<file path="src/rtl/gms_pkg.sv">
package gms_pkg;
    typedef enum logic [2:0] {
        ST_OFF   = 3'd0,
        ST_SKIP  = 3'd1,
        ST_SOFT  = 3'd2,
        ST_RUN   = 3'd3,
        ST_GREEN = 3'd4
    } gms_state_e;
endpackage

</file>
<file path="src/rtl/gms_evt_cnt.sv">
module gms_evt_cnt #(
    parameter int CW = 9
) (
    input  logic          clk,
    input  logic          rst_n,
    input  logic          clr,
    input  logic          inc,
    input  logic [CW-1:0] limit,
    output logic          done
);
    logic [CW-1:0] cnt_q;

    always_ff @(posedge clk or negedge rst_n) begin
        if (!rst_n)                     cnt_q <= '0;
        else if (clr)                   cnt_q <= '0;
        else if (inc && cnt_q != limit) cnt_q <= cnt_q + 1'b1;
    end

    assign done = (cnt_q == limit);


    cnt_bound_chk: assert property (@(posedge clk) disable iff (!rst_n)
        $past(clr) |-> cnt_q == '0);
endmodule

</file>
<file path="src/rtl/gms_idle_timer.sv">
module gms_idle_timer #(
    parameter int PREP_CYC  = 600,
    parameter int GREEN_CYC = 6000,
    localparam int TW = $clog2(GREEN_CYC + 1)
) (
    input  logic clk,
    input  logic rst_n,
    input  logic active,
    input  logic cond1,
    input  logic cond2,
    output logic prep_hit,
    output logic green_hit
);
    logic [TW-1:0] idle_q;
    logic          c1_q, c2_q;
    logic          busy;

    assign busy = cond1 | cond2 | c1_q | c2_q;

    always_ff @(posedge clk or negedge rst_n) begin
        if (!rst_n) begin
            idle_q <= '0;
            c1_q   <= 1'b0;
            c2_q   <= 1'b0;
        end else begin
            c1_q <= cond1;
            c2_q <= cond2;
            if (!active || busy)
                idle_q <= '0;
            else if (idle_q != TW'(GREEN_CYC))
                idle_q <= idle_q + 1'b1;
        end
    end

    assign prep_hit  = active && (idle_q == TW'(PREP_CYC));
    assign green_hit = active && (idle_q == TW'(GREEN_CYC));


    prep_single_chk: assert property (@(posedge clk) disable iff (!rst_n)
        prep_hit |=> !prep_hit);

    idle_restart_chk: assert property (@(posedge clk) disable iff (!rst_n)
        (cond1 || cond2) |=> !prep_hit && !green_hit);
endmodule

</file>
<file path="src/rtl/gms_level_sel.sv">
module gms_level_sel #(
    parameter int PER_W   = 16,
    parameter int HFS_CYC = 500
) (
    input  logic             clk,
    input  logic             rst_n,
    input  logic             run,
    input  logic [1:0]       load_code,
    input  logic [PER_W-1:0] period_cyc,
    input  logic             ovt_soft,
    output logic             lvl_high
);
    logic [1:0] code_q;
    logic       load_low_q;
    logic       short_per;

    always_ff @(posedge clk or negedge rst_n) begin
        if (!rst_n) begin
            code_q     <= 2'd0;
            load_low_q <= 1'b0;
        end else begin
            code_q <= load_code;
            if (load_code == 2'd0)
                load_low_q <= 1'b0;
            else if (code_q == 2'd0 && load_code == 2'd1)
                load_low_q <= 1'b1;
        end
    end

    assign short_per = (period_cyc < PER_W'(HFS_CYC));
    assign lvl_high  = run && !load_low_q && !short_per && !ovt_soft;


    load_low_chk: assert property (@(posedge clk) disable iff (!rst_n)
        ($past(code_q) == 2'd0 && $past(load_code) == 2'd1 && load_code != 2'd0) |-> !lvl_high);
endmodule

</file>
<file path="src/rtl/green_softstart_seq.sv">
module green_softstart_seq
    import gms_pkg::*;
#(
    parameter int PER_W       = 16,
    parameter int SKIP_EDGES  = 256,
    parameter int SOFT_EDGES  = 256,
    parameter int EXIT_EDGES  = 4,
    parameter int PREP_CYC    = 600,
    parameter int GREEN_CYC   = 6000,
    parameter int HFS_CYC     = 500,
    parameter bit LOAD_LVL_EN = 1'b1
) (
    input  logic             clk,
    input  logic             rst_n,
    input  logic             supply_ok,
    input  logic             cond1,
    input  logic             cond2,
    input  logic             drain_hi_edge,
    input  logic [1:0]       load_code,
    input  logic [PER_W-1:0] period_cyc,
    input  logic             ovt_soft,
    input  logic             ovt_hard,
    input  logic             fault,
    output logic             gate_en,
    output logic             prep_pulse,
    output logic             green,
    output logic             lvl_high
);
    localparam int MAXE = (SKIP_EDGES > SOFT_EDGES) ? SKIP_EDGES : SOFT_EDGES;
    localparam int CW   = $clog2(((MAXE > EXIT_EDGES) ? MAXE : EXIT_EDGES) + 1);

    gms_state_e    state_q, state_nx;
    logic [CW-1:0] limit;
    logic          cnt_clr, cnt_done;
    logic          idle_act, prep_hit, green_hit;
    logic          soft_done;

    always_comb begin
        unique case (state_q)
            ST_SKIP:  limit = CW'(SKIP_EDGES);
            ST_SOFT:  limit = CW'(SOFT_EDGES);
            ST_GREEN: limit = CW'(EXIT_EDGES);
            default:  limit = '0;
        endcase
    end

    assign cnt_clr  = (state_nx != state_q) || (state_q == ST_GREEN && fault);
    assign idle_act = (state_q == ST_SOFT) || (state_q == ST_RUN);

    generate
        if (LOAD_LVL_EN) begin : g_load_exit
            assign soft_done = (load_code == 2'd0);
        end else begin : g_count_exit
            assign soft_done = cnt_done;
        end
    endgenerate

    gms_evt_cnt #(.CW(CW)) u_edges (
        .clk(clk), .rst_n(rst_n), .clr(cnt_clr), .inc(drain_hi_edge),
        .limit(limit), .done(cnt_done)
    );

    gms_idle_timer #(.PREP_CYC(PREP_CYC), .GREEN_CYC(GREEN_CYC)) u_idle (
        .clk(clk), .rst_n(rst_n), .active(idle_act), .cond1(cond1),
        .cond2(cond2), .prep_hit(prep_hit), .green_hit(green_hit)
    );

    gms_level_sel #(.PER_W(PER_W), .HFS_CYC(HFS_CYC)) u_lvl (
        .clk(clk), .rst_n(rst_n), .run(state_q == ST_RUN),
        .load_code(load_code), .period_cyc(period_cyc),
        .ovt_soft(ovt_soft), .lvl_high(lvl_high)
    );

    always_comb begin
        state_nx = state_q;
        unique case (state_q)
            ST_OFF:   if (supply_ok) state_nx = ST_SKIP;
            ST_SKIP:  if (cnt_done) state_nx = ST_SOFT;
            ST_SOFT:  if (fault || green_hit) state_nx = ST_GREEN;
                      else if (soft_done) state_nx = ST_RUN;
            ST_RUN:   if (fault || green_hit) state_nx = ST_GREEN;
            ST_GREEN: if (cnt_done && !fault) state_nx = ST_RUN;
            default:  state_nx = ST_OFF;
        endcase
        if (!supply_ok) state_nx = ST_OFF;
    end

    always_ff @(posedge clk or negedge rst_n) begin
        if (!rst_n) state_q <= ST_OFF;
        else        state_q <= state_nx;
    end

    always_comb begin
        gate_en    = supply_ok && !ovt_hard &&
                     (state_q == ST_SOFT || state_q == ST_RUN);
        green      = (state_q == ST_GREEN);
        prep_pulse = prep_hit;
    end


    green_gate_chk: assert property (@(posedge clk) disable iff (!rst_n)
        green |-> !gate_en);

    hard_ot_chk: assert property (@(posedge clk) disable iff (!rst_n)
        ovt_hard |-> !gate_en);

    fault_green_chk: assert property (@(posedge clk) disable iff (!rst_n)
        (fault && supply_ok && state_q == ST_RUN) |=> green);

    supply_off_chk: assert property (@(posedge clk) disable iff (!rst_n)
        !supply_ok |=> !green && !lvl_high && !prep_pulse);

    short_per_chk: assert property (@(posedge clk) disable iff (!rst_n)
        (period_cyc < PER_W'(HFS_CYC)) |-> !lvl_high);

    ovt_lvl_chk: assert property (@(posedge clk) disable iff (!rst_n)
        ovt_soft |-> !lvl_high);
endmodule

</file>
<file path="config.mk">
export PLATFORM = sky130hd
export DESIGN_NAME = green_softstart_seq
export DESIGN_NICKNAME = d
export VERILOG_FILES = /design/src/rtl/gms_pkg.sv /design/src/rtl/gms_evt_cnt.sv /design/src/rtl/gms_idle_timer.sv /design/src/rtl/gms_level_sel.sv /design/src/rtl/green_softstart_seq.sv
export SDC_FILE = /design/constraint.sdc
export NUM_CORES = 1
export LEC_CHECK = 0
export ABC_AREA = 0
export BUFFER_PORTS_ARGS = -buffer_cell sky130_fd_sc_hd__buf_2
export CORE_MARGIN = 2
export CORE_UTILIZATION = 30
export DETAILED_ROUTE_END_ITERATION = 8
export PLACE_DENSITY = 0.59
export SLEW_MARGIN = 20
export SYNTH_ARGS = -nofsm -noshare
export SYNTH_HDL_FRONTEND = slang
export SYNTH_HIERARCHICAL = 1
export SYNTH_SLANG_ARGS = --single-unit
</file>
<file path="constraint.sdc">
create_clock -name clk -period 3.5 [get_ports clk]
set_input_delay 0.175 -clock clk [delete_from_list [all_inputs] [get_ports clk]]
set_output_delay 0.175 -clock clk [all_outputs]
set_load 0.01 [all_outputs]
</file>
Yosys cells after proc, flatten, opt, wreduce, memory -nomap -nowiden
Index checks and enable logic that the tools add are counted.
{"block": "word_totals", "reg_bits": 30, "in_bits": 27, "out_inout_bits": 4, "wordCells": 66}
{"block": "classes", "n_addsub": 2, "n_lt_le_gt_ge": 1, "eq_ne": 11, "muxes": 14, "bitwise_logic": 3, "reduce_logical": 28}
{"cell": "$mux 13", "n": 2}
{"cell": "$mux 3", "n": 6}
{"cell": "$mux 9", "n": 2}
{"cell": "$pmux 9 s2", "n": 1}
{"cell": "$lt 16x9->1 const B", "n": 1}
{"cell": "$pmux 3 s5", "n": 1}
{"cell": "$add 13x1->13 const B", "n": 1}
{"cell": "$eq 13x10->1 const B", "n": 1}
{"cell": "$eq 13x13->1 const B", "n": 1}
{"cell": "$ne 13x13->1 const B", "n": 1}
{"cell": "$logic_and 1x1->1", "n": 11}
{"cell": "$add 9x1->9 const B", "n": 1}
{"cell": "$eq 9x9->1", "n": 1}
{"cell": "$ne 9x9->1", "n": 1}
{"cell": "$eq 3x2->1 const B", "n": 2}
{"cell": "$logic_not 1->1", "n": 6}
{"cell": "$reduce_bool 2->1", "n": 3}
{"cell": "$logic_not 2->1", "n": 2}
{"cell": "$logic_or 1x1->1", "n": 4}
{"cell": "$eq 3x1->1 const B", "n": 1}
{"cell": "$eq 3x3->1 const B", "n": 1}
{"cell": "$logic_not 3->1", "n": 1}
{"cell": "$ne 3x3->1", "n": 1}
{"cell": "$or 1x1->1", "n": 3}
{"cell": "other kinds (3)", "n": 4}

Longest topological paths before layout
Gate-level depths: netlist (run 1).
{"block": "depth", "depth_word": 11, "ltp_mapped": 15, "ltp_nobuf": 12}

Cells and area by module
The synthesis (run 1) kept the hierarchy.
{"module": "gms_idle_timer", "instances": 1, "cells_each": 84, "area_each_um2": 833.3, "seq_area_each_um2": 375.4}
{"module": "gms_evt_cnt", "instances": 1, "cells_each": 63, "area_each_um2": 625.6, "seq_area_each_um2": 225.2}
{"module": "green_softstart_seq", "instances": 1, "cells_each": 39, "area_each_um2": 319.1, "seq_area_each_um2": 75.1}
{"module": "gms_level_sel", "instances": 1, "cells_each": 12, "area_each_um2": 128.9, "seq_area_each_um2": 75.1}

Worst setup path after synthesis (run 1)
OpenSTA, ideal clock, no wires.
{"block": "synth_timing", "path_type": "register -> register", "startpoint": "register state_q[0]", "endpoint": "register u_edges.cnt_q[0]", "setup_ns": 0.127, "arrival_ns": 2.860, "required_time_ns": 3.373, "setup_slack_ns": 0.513, "stages_incl_launch_ff": 16, "n_path_buf": 3, "period_less_slack_ns": 2.987, "path_cell_list": "dfrtp_1 > buf_2 > nor2_1 > nand2_1 > inv_1 > xnor2_1 > nand4_1 > nor4_4 > buf_6 > nand2b_1 > a221o_1 > a21boi_1 > o221ai_2 > clkbuf_1 > nor2_1 > mux2_1"}
{"block": "synth_via", "elab_cells_between_ends": 26, "cone_classes": "eq/ne (7); mux (9); reduce/logical (10)"}
{"element": "from (decl)", "line_no": "green_softstart_seq.sv:32", "rtl": "gms_state_e state_q, state_nx;"}
{"element": "from (signal assigned)", "line_no": "green_softstart_seq.sv:90", "rtl": "else state_q <= state_nx;"}
{"element": "$eq 3x3->1 *"}
{"element": "net green", "line_no": "green_softstart_seq.sv:26", "rtl": "output logic green,"}
{"element": "$pmux 9 s2 *", "line_no": "green_softstart_seq.sv:39", "rtl": "unique case (state_q)"}
{"element": "$eq 9x9->1 *", "line_no": "gms_evt_cnt.sv:19", "rtl": "assign done = (cnt_q == limit);"}
{"element": "net cnt_done", "line_no": "green_softstart_seq.sv:34", "rtl": "logic cnt_clr, cnt_done;"}
{"element": "$logic_and 1x1->1", "line_no": "green_softstart_seq.sv:82", "rtl": "ST_GREEN: if (cnt_done && !fault) state_nx = ST_RUN;"}
{"element": "$mux 3", "line_no": "green_softstart_seq.sv:82"}
{"element": "$pmux 3 s5 *", "line_no": "green_softstart_seq.sv:76", "rtl": "unique case (state_q)"}
{"element": "$mux 3 *", "line_no": "green_softstart_seq.sv:85", "rtl": "if (!supply_ok) state_nx = ST_OFF;"}
{"element": "$ne 3x3->1 *", "line_no": "green_softstart_seq.sv:47", "rtl": "assign cnt_clr = (state_nx != state_q) || (state_q == ST_GREEN && fault);"}
{"element": "$logic_or 1x1->1 *", "line_no": "green_softstart_seq.sv:47"}
{"element": "net cnt_clr", "line_no": "green_softstart_seq.sv:34"}
{"element": "$mux 9 / $reduce_bool 2->1 (equally long branches)"}
{"element": "to (signal assigned)", "line_no": "gms_evt_cnt.sv:16", "rtl": "else if (inc && cnt_q != limit) cnt_q <= cnt_q + 1'b1;"}
{"element": "to (decl)", "line_no": "gms_evt_cnt.sv:11", "rtl": "logic [CW-1:0] cnt_q;"}
The timed path passes the listed nets; every way through them passes the cells marked *.
A chain may end at the register's enable or synchronous reset.

Final worst setup path (run 1)
{"block": "layout_timing", "startpoint": "register u_idle.idle_q[0]", "endpoint": "register u_edges.cnt_q[0]"}
{"block": "layout_via", "elab_chain_len": 9, "elab_cells_between_ends": 11, "cone_classes": "eq/ne (2); mux (5); reduce/logical (4)"}
{"element": "from (decl)", "line_no": "gms_idle_timer.sv:14", "rtl": "logic [TW-1:0] idle_q;"}
{"element": "from (signal assigned)", "line_no": "gms_idle_timer.sv:31", "rtl": "idle_q <= idle_q + 1'b1;"}
{"element": "$eq 13x13->1 *", "line_no": "gms_idle_timer.sv:36", "rtl": "assign green_hit = active && (idle_q == TW'(GREEN_CYC));"}
{"element": "$logic_and 1x1->1 *", "line_no": "gms_idle_timer.sv:36"}
{"element": "net green_hit", "line_no": "green_softstart_seq.sv:35", "rtl": "logic idle_act, prep_hit, green_hit;"}
{"element": "$logic_or 1x1->1 *", "line_no": "green_softstart_seq.sv:79, green_softstart_seq.sv:81"}
{"element": "$mux 3 (on tied branches)", "line_no": "green_softstart_seq.sv:81, green_softstart_seq.sv:79"}
{"element": "$pmux 3 s5 *", "line_no": "green_softstart_seq.sv:76"}
{"element": "$mux 3 *", "line_no": "green_softstart_seq.sv:85"}
{"element": "$ne 3x3->1 *", "line_no": "green_softstart_seq.sv:47"}
{"element": "$logic_or 1x1->1 *", "line_no": "green_softstart_seq.sv:47"}
{"element": "net cnt_clr", "line_no": "green_softstart_seq.sv:34"}
{"element": "$mux 9 / $reduce_bool 2->1 (equally long branches)"}
Marked as above.

==> results.md, run 1 <==
* Core Region at 0.00624 mm²
* Routed Antenna Nets at 0
* Worst hold slack at 0.0168 ns
* Yosys reg bits at 30
* DIE AREA at 0.00701 mm²
* Initial core utilization at a little under a third
* CTS buffer count at 5
* PortBufs at 28
* H-tree Lvls at 2
* Rows at 29
* Most common cell after layout, fill and taps aside: dfrtp_1
* Clk root buf: clkbuf_8
* Yosys top cell area share at 39.4%
* Vias in the first global route at 1567
* PD cells at 340 mW/mm²
* DP Area at between 0.002 and 0.0025 mm²
* RSZ-0062 raised after global routing: false
* Post-synth EDFFs at 0
* Finished Cell Area at ~0.0023 mm²
* Worst-Margin Slew at 0.666 ns
* Max cap viols at 0
* Worst Setup Path Type: flop to flop
* Remaining global-route overflow at 0
* Start of the worst register-to-register path: u_idle/idle_q[0]
* Drt initial violations at 100
* DP Wirelength at roughly 2.8 mm
* Nature of the critical path endpoint: flop
* Die Wd at approximately 84 µm
* Setup TNS Final at 0 ns
* Diode count at 0
* Area contributors post-synth: dfrtp_1 (39%), xnor2_1 (4.1%), a21oi_1 (3.7%)
* Worst-case clock buffer depth at 2
* Total GRT Usage at between 10% and 20%
* Peak supply drop at about 300 µV
* DR vias/cell at 5.13
* Die height at 83.7 µm
* Share of layout cells above drive strength 1 at 23.9%
* Worst Hold Class: primary input to flop
* Worst endpoint required time at 3.67 ns
* FF-to-FF path depth at 11
* Fillers at around 640
* Min Tclk post-route at 2.95 ns
* Max Slew Vio Count at 0
* Commonest cells after routing, fill and taps aside: dfrtp_1 (30), buf_2 (28), a21oi_1 (14), nand3_1 (13), nor2_1 (12)
* Largest net degree at the start of global routing at 31
* Status: completed
* Residual DRC at 0
* Crit path cell chain: inv_1 -> ha_1 -> or4b_4 -> or3_4 -> nor3_2 -> or2_2 -> a31oi_1 -> o221ai_2 -> buf_4 -> nor2b_1 -> mux2_1
* Final setup vio count at 0
* Seq/Total Area, Yosys at 39.4%
* Final Skew at about 0.0046 ns
* Via count at 1617
* Final Hold Fails at 0
* Worst Hold Launch: cond2
* Top cell type by total area after synthesis: dfrtp_1
* Ports at 31
* Fmax at 339 MHz
* Clk_lat worst skew at 0.28 ns
* Cells after DPL at 306
* Critical Path AT at 3.12 ns
* Netlist Area Pre-Place at around 0.0019 mm²
* Final Cycle Share at 84.3%
* CTS sink count at 30
* Worst Setup SP: u_idle/idle_q[0]
* Ys flop type: dfrtp_1
* Core Util, Final at between 30% and 40%
* Crit path largest cell delay at 0.47 ns
* Ys Warns at 6
* DR pass1 iterations at 5
* Gate Count Post-Synth at 198
* RD Place Congestion at 0.726
* Antenna violations before repair at 0
* Slew HR at 55.6%
* Yosys cell types at 56
* Critical Path Fanout Max at 8
* P&R area growth vs syn at 18.6%
* Max stage delay cell, worst path: or4b_4
* Fin nets at 267
* Ys async rst share at 100%
* Total detailed-routing wirelength at 3.92 mm
* Final non-filler cell total at 315
* First-pass GRT wire length at 6.86 mm
* CTS tree: done
* Routed len/inst at 12.4 µm
* Hold Path Stages at 1
* Clk slew on worst S/H paths at ~0.060 ns
* Lkg Pwr at between 0.0008 and 0.0009 µW
* Avg Synthesized Cell Area at 9.63 µm²
* Worst Setup Start Kind: flop
==> report_power, final <==
| part | internal (µW) | leakage (µW) | switching, µW | total [µW] |
|---|---|---|---|---|
| clock | 213 | 0.0000524 | 129 | 342 |
| sequential | 355 | 0.000405 | 9.08 | 364 |
| combinational | 29.8 | 0.000409 | 34.4 | 64.3 |
==> kinds of logic after synthesis <==
family | after synthesis | share of synthesized area (%)
and+or+nand+nor | 86 | 29.4
DFF | 30 | 39.4
adders and majority gates | 3 | 1.97
AOI/OAI and AO/OA | 43 | 14.5
muxes | 7 | 4.07
xor gates and xnor gates | 12 | 6.30
other | 1 | 0.197
buffers and inverters | 16 | 4.20
==> metrics by stage <==
step                      setup slack [ns]  power [µW]
after floorplan                      0.513         406
after global placement               0.585         434
after detailed placement             0.559         435
after CTS                            0.558         787
after global routing                 0.403         810
final                                0.550         770
==> area by class of cell <==
| cell class | instances | area [µm²] | share of cell area [%] |
|---|---|---|---|
| Clock buffer | 7 | 76.3 | 3.37 |
| Clock inverter | 1 | 30.0 | 1.33 |
| Inverter | 10 | 37.5 | 1.66 |
| Multi-Input combinational cell | 158 | 1100 | 48.6 |
| Sequential cell | 30 | 751 | 33.2 |
| Tap cell | 77 | 96.3 | 4.26 |
| Timing Repair Buffer | 32 | 173 | 7.63 |
==> synth_stat cells (2+ instances only) <==
master,count
o31ai_1,5
nand2_1,8
a21oi_2,2
ha_1,3
nand3_1,13
inv_1,9
dfrtp_1,30
nor4_4,2
nor3_1,3
nor4_1,3
nor2b_1,3
nor3b_1,2
or4_1,5
a21oi_1,14
nor3_2,2
clkbuf_1,2
xnor2_1,9
buf_6,2
o21ai_1,5
nand4_1,9
nand4b_1,2
nor2_1,12
nand3b_1,3
mux2i_1,4
or3_1,7
nand2b_1,2
a31oi_1,2
xor2_2,2
o21ai_0,6
==> registers in the layout (all words and copies together) (netlist names) <==
signal	flops
u_idle/idle_q	13
state_q	3
u_idle/c1_q	1
u_lvl/load_low_q	1
u_idle/c2_q	1
u_edges/cnt_q	9
u_lvl/code_q	2
==> final timing paths <==
kind,endpoint,slack [ns]
max in group asynchronous,u_lvl/load_low_q,2.60
max reg2reg,u_edges/cnt_q[0],0.55
min reg2reg,u_lvl/load_low_q,0.51
min,u_idle/c2_q,0.02
max,u_edges/cnt_q[0],0.55
min in group asynchronous,u_idle/idle_q[1],0.47
==> critical path, delay by kind of cell, from the launching register on <==
| family | cells | cell delay, ns |
|---|---|---|
| flops | 1 | 0.42 |
| buf+inv | 2 | 0.32 |
| compound gates | 2 | 0.34 |
| fa+ha+maj | 1 | 0.13 |
| simple gates | 5 | 1.33 |
| mux | 1 | 0.28 |
==> what timing repair did <==
item,CTS,global route
buffers inserted,0,0
endpoints found under the hold margin,30,0
endpoints found under the setup margin,0,0
hold buffers,1,0
gates resized for setup,0,0
==> layer usage <==
layer | global-route usage (%) | up-vias | routed length (µm)
li1 | - | 803 | -
met1 | 15.0 | 785 | 1810
met2 | 19.9 | 27 | 1950
met3 | 2.47 | 2 | 124
met4 | 6.01 | 0 | 22
met5 | 0 | - | 0
Note: power is estimated with default switching activity, not from simulation.
==> run 2, diff against run 1 <==
==> constraint.sdc (replaced) <==
create_clock -name clk -period 2.76 [get_ports clk]
set_input_delay 0.138 -clock clk [delete_from_list [all_inputs] [get_ports clk]]
set_output_delay 0.138 -clock clk [all_outputs]
set_load 0.01 [all_outputs]
==> run 2 against run 1 <==
Against the previous run: combinational power increased by 37%; clock power shrank 3%; critical path depth down 1; sequential share of layout area decreased by 0.68 points; routed wire length grew 4.1%; via count shrank 0.31%; sequential power rose by 26%; count of clock-buffer cells in the layout fell by 2; critical path type unchanged; largest power group unchanged.
==> results.md, run 2 (same netlist as run 1, synthesis figures left out) <==
* Register with the most flip-flops: u_idle/idle_q
* Initial core utilization at a little over 30%
* Max FFs per register at 13
* Worst Hold Launch: load_code[1]
* Storage cell area at 751 µm²
* Sw Share at 25.0%
* Remaining global-route overflow at 0
* PD cells at about 380 mW/mm²
* Max Slew Vio Count at 0
* P&R area growth vs syn at 21.1%
* Worst endpoint required time at 2.93 ns
* Worst-Margin Slew at 0.675 ns
* Largest registers: u_idle/idle_q: 13 flops, u_edges/cnt_q: 9 flops, state_q: 3 flops
* Clk root buf: clkbuf_8
* Core Region at 0.00624 mm²
* Drt initial violations at 112
* Max cap viols at 0
* Total GRT Usage at 12.6%
* RD Place Congestion at 0.770
* Critical Path Fanout Max at 5
* Worst Setup SP: u_idle/idle_q[0]
* Vias in the first global route at 1630
* Antenna violations before repair at 0
* Fin nets at 276
* Fillers at 654
* RSZ-0062 raised after global routing: false
* First-pass GRT wire length at 7.29 mm
* Final Cycle Share at 93.1%
* Comb pwr share at 10.0%
* CTS buffer count at 5
* Design Power at 881 µW
* Clk pwr share at 37.7%
* Share of layout cells above drive strength 1 at 26.4%
* Routed Antenna Nets at 0
* Clk_lat worst skew at about 0.28 ns
* Slew HR at roughly 55%
* Worst Setup Path Type: flop to flop
* Total detailed-routing wirelength at 4.08 mm
* Peak supply drop at 302 µV
* DP Wirelength at 3.02 mm
* Die height at 83.7 µm
* Min Tclk post-route at about 2.6 ns
* Clk slew on worst S/H paths at 0.07 ns
* Final setup vio count at 0
* Multi-input logic area at about 0.0011 mm²
* CTS tree: done
* Seq pwr share at a little over half
* Worst Hold Class: primary input to flop
* Critical Path AT at 2.74 ns
* Post-CTS setup buffers at 0
* P_int at 660 µW
* Fmax at 389 MHz
* Final Skew at 0.00744 ns
* Largest net degree at the start of global routing at 31
* Status: completed
* Residual DRC at 0
* Routed len/inst at about 13 µm
* Rows at 29
* Switching power at 220 µW
* Most common cell after layout, fill and taps aside: dfrtp_1
* Start of the worst register-to-register path: u_idle/idle_q[0]
* Final Hold Fails at 0
* CTS sink count at 30
* DR pass1 iterations at 4
* PortBufs at 28
* Lkg Pwr at 0.000900 µW
* Commonest cells after routing, fill and taps aside: dfrtp_1 (30), buf_2 (28), a21oi_1 (14), nand3_1 (13), nor2_1 (12)
* Worst-case clock buffer depth at 2
* DIE AREA at 0.00701 mm²
* Diode count at 0
* Via count at 1612
* H-tree Lvls at 2
* Nature of the critical path endpoint: flop
* DR vias/cell at 4.99
* Die Wd at about 84 µm
* Core Util, Final at 37.0%
* Worst Setup Start Kind: flop
* Ports at 31
## run 2: area by class of cell
type | instances | area share (%)
inverters | 10 | 1.63
flip-flops and latches | 30 | 32.5
clock buffers | 5 | 2.98
clock inverters | 2 | 0.433
multi-input cells | 158 | 47.6
well taps | 77 | 4.17
repair buffers | 41 | 10.7
## run 2: worst paths after layout
| path | to | slack, ns | depth (start not counted) |
|---|---|---|---|
| setup / recovery | u_edges/cnt_q[0] | 0.19 | 10 |
| hold / removal | u_lvl/code_q[1] | 0.02 | 1 |
| setup reg to reg | u_edges/cnt_q[0] | 0.19 | 10 |
| hold reg to reg | u_lvl/load_low_q | 0.51 | 1 |
| max in group asynchronous | state_q[2] | 1.90 | 2 |
| min in group asynchronous | u_edges/cnt_q[4] | 0.42 | 2 |
## run 2: critical path, cell delays in order, from the launching register on
cell      delay (ns)
dfrtp_1         0.37
inv_1           0.08
ha_1            0.13
or4b_4          0.47
or3_4           0.35
nor3_2          0.21
or2_2           0.14
a31oi_1         0.08
o221ai_2        0.26
nor2b_1         0.08
mux2_1          0.29
## run 2: power groups by stage
stage	logic [µW]	clock network, µW	registers (µW)
2_1_floorplan	52.1	0	466
3_3_place_gp	82.9	0	468
3_5_place_dp	85.4	0	468
4_1_cts	89.9	347	460
5_1_grt	101	366	461
6_report	88.1	332	460
## run 2: routing by layer
layer	up-vias	GRT usage, %	share of wire [%]
li1	819	-	-
met1	772	15.4	46
met2	14	22.0	50
met3	7	3.17	2.4
met4	0	3.96	1.4
met5	-	0	0
## run 2: repair_timing
action / 4_1_cts / 5_1_grt
endpoints found under the hold margin: 33 / 0
hold buffers: 4 / 0
resized for setup: 0 / 0
## run 2: per-stage QoR
step                      worst slack (ns)  cells  hold slack, ns  instance area (µm²)  setup TNS [ns]
after floorplan                    -0.0143    204          -0.158                 1950         -0.0143
after global placement               0.197    312           0.219                 2190               0
after detailed placement             0.158    312           0.226                 2190               0
after CTS                            0.153    323         0.00430                 2310               0
after global routing               0.00820    323         0.00736                 2310               0
final                                0.190    323          0.0172                 2310               0
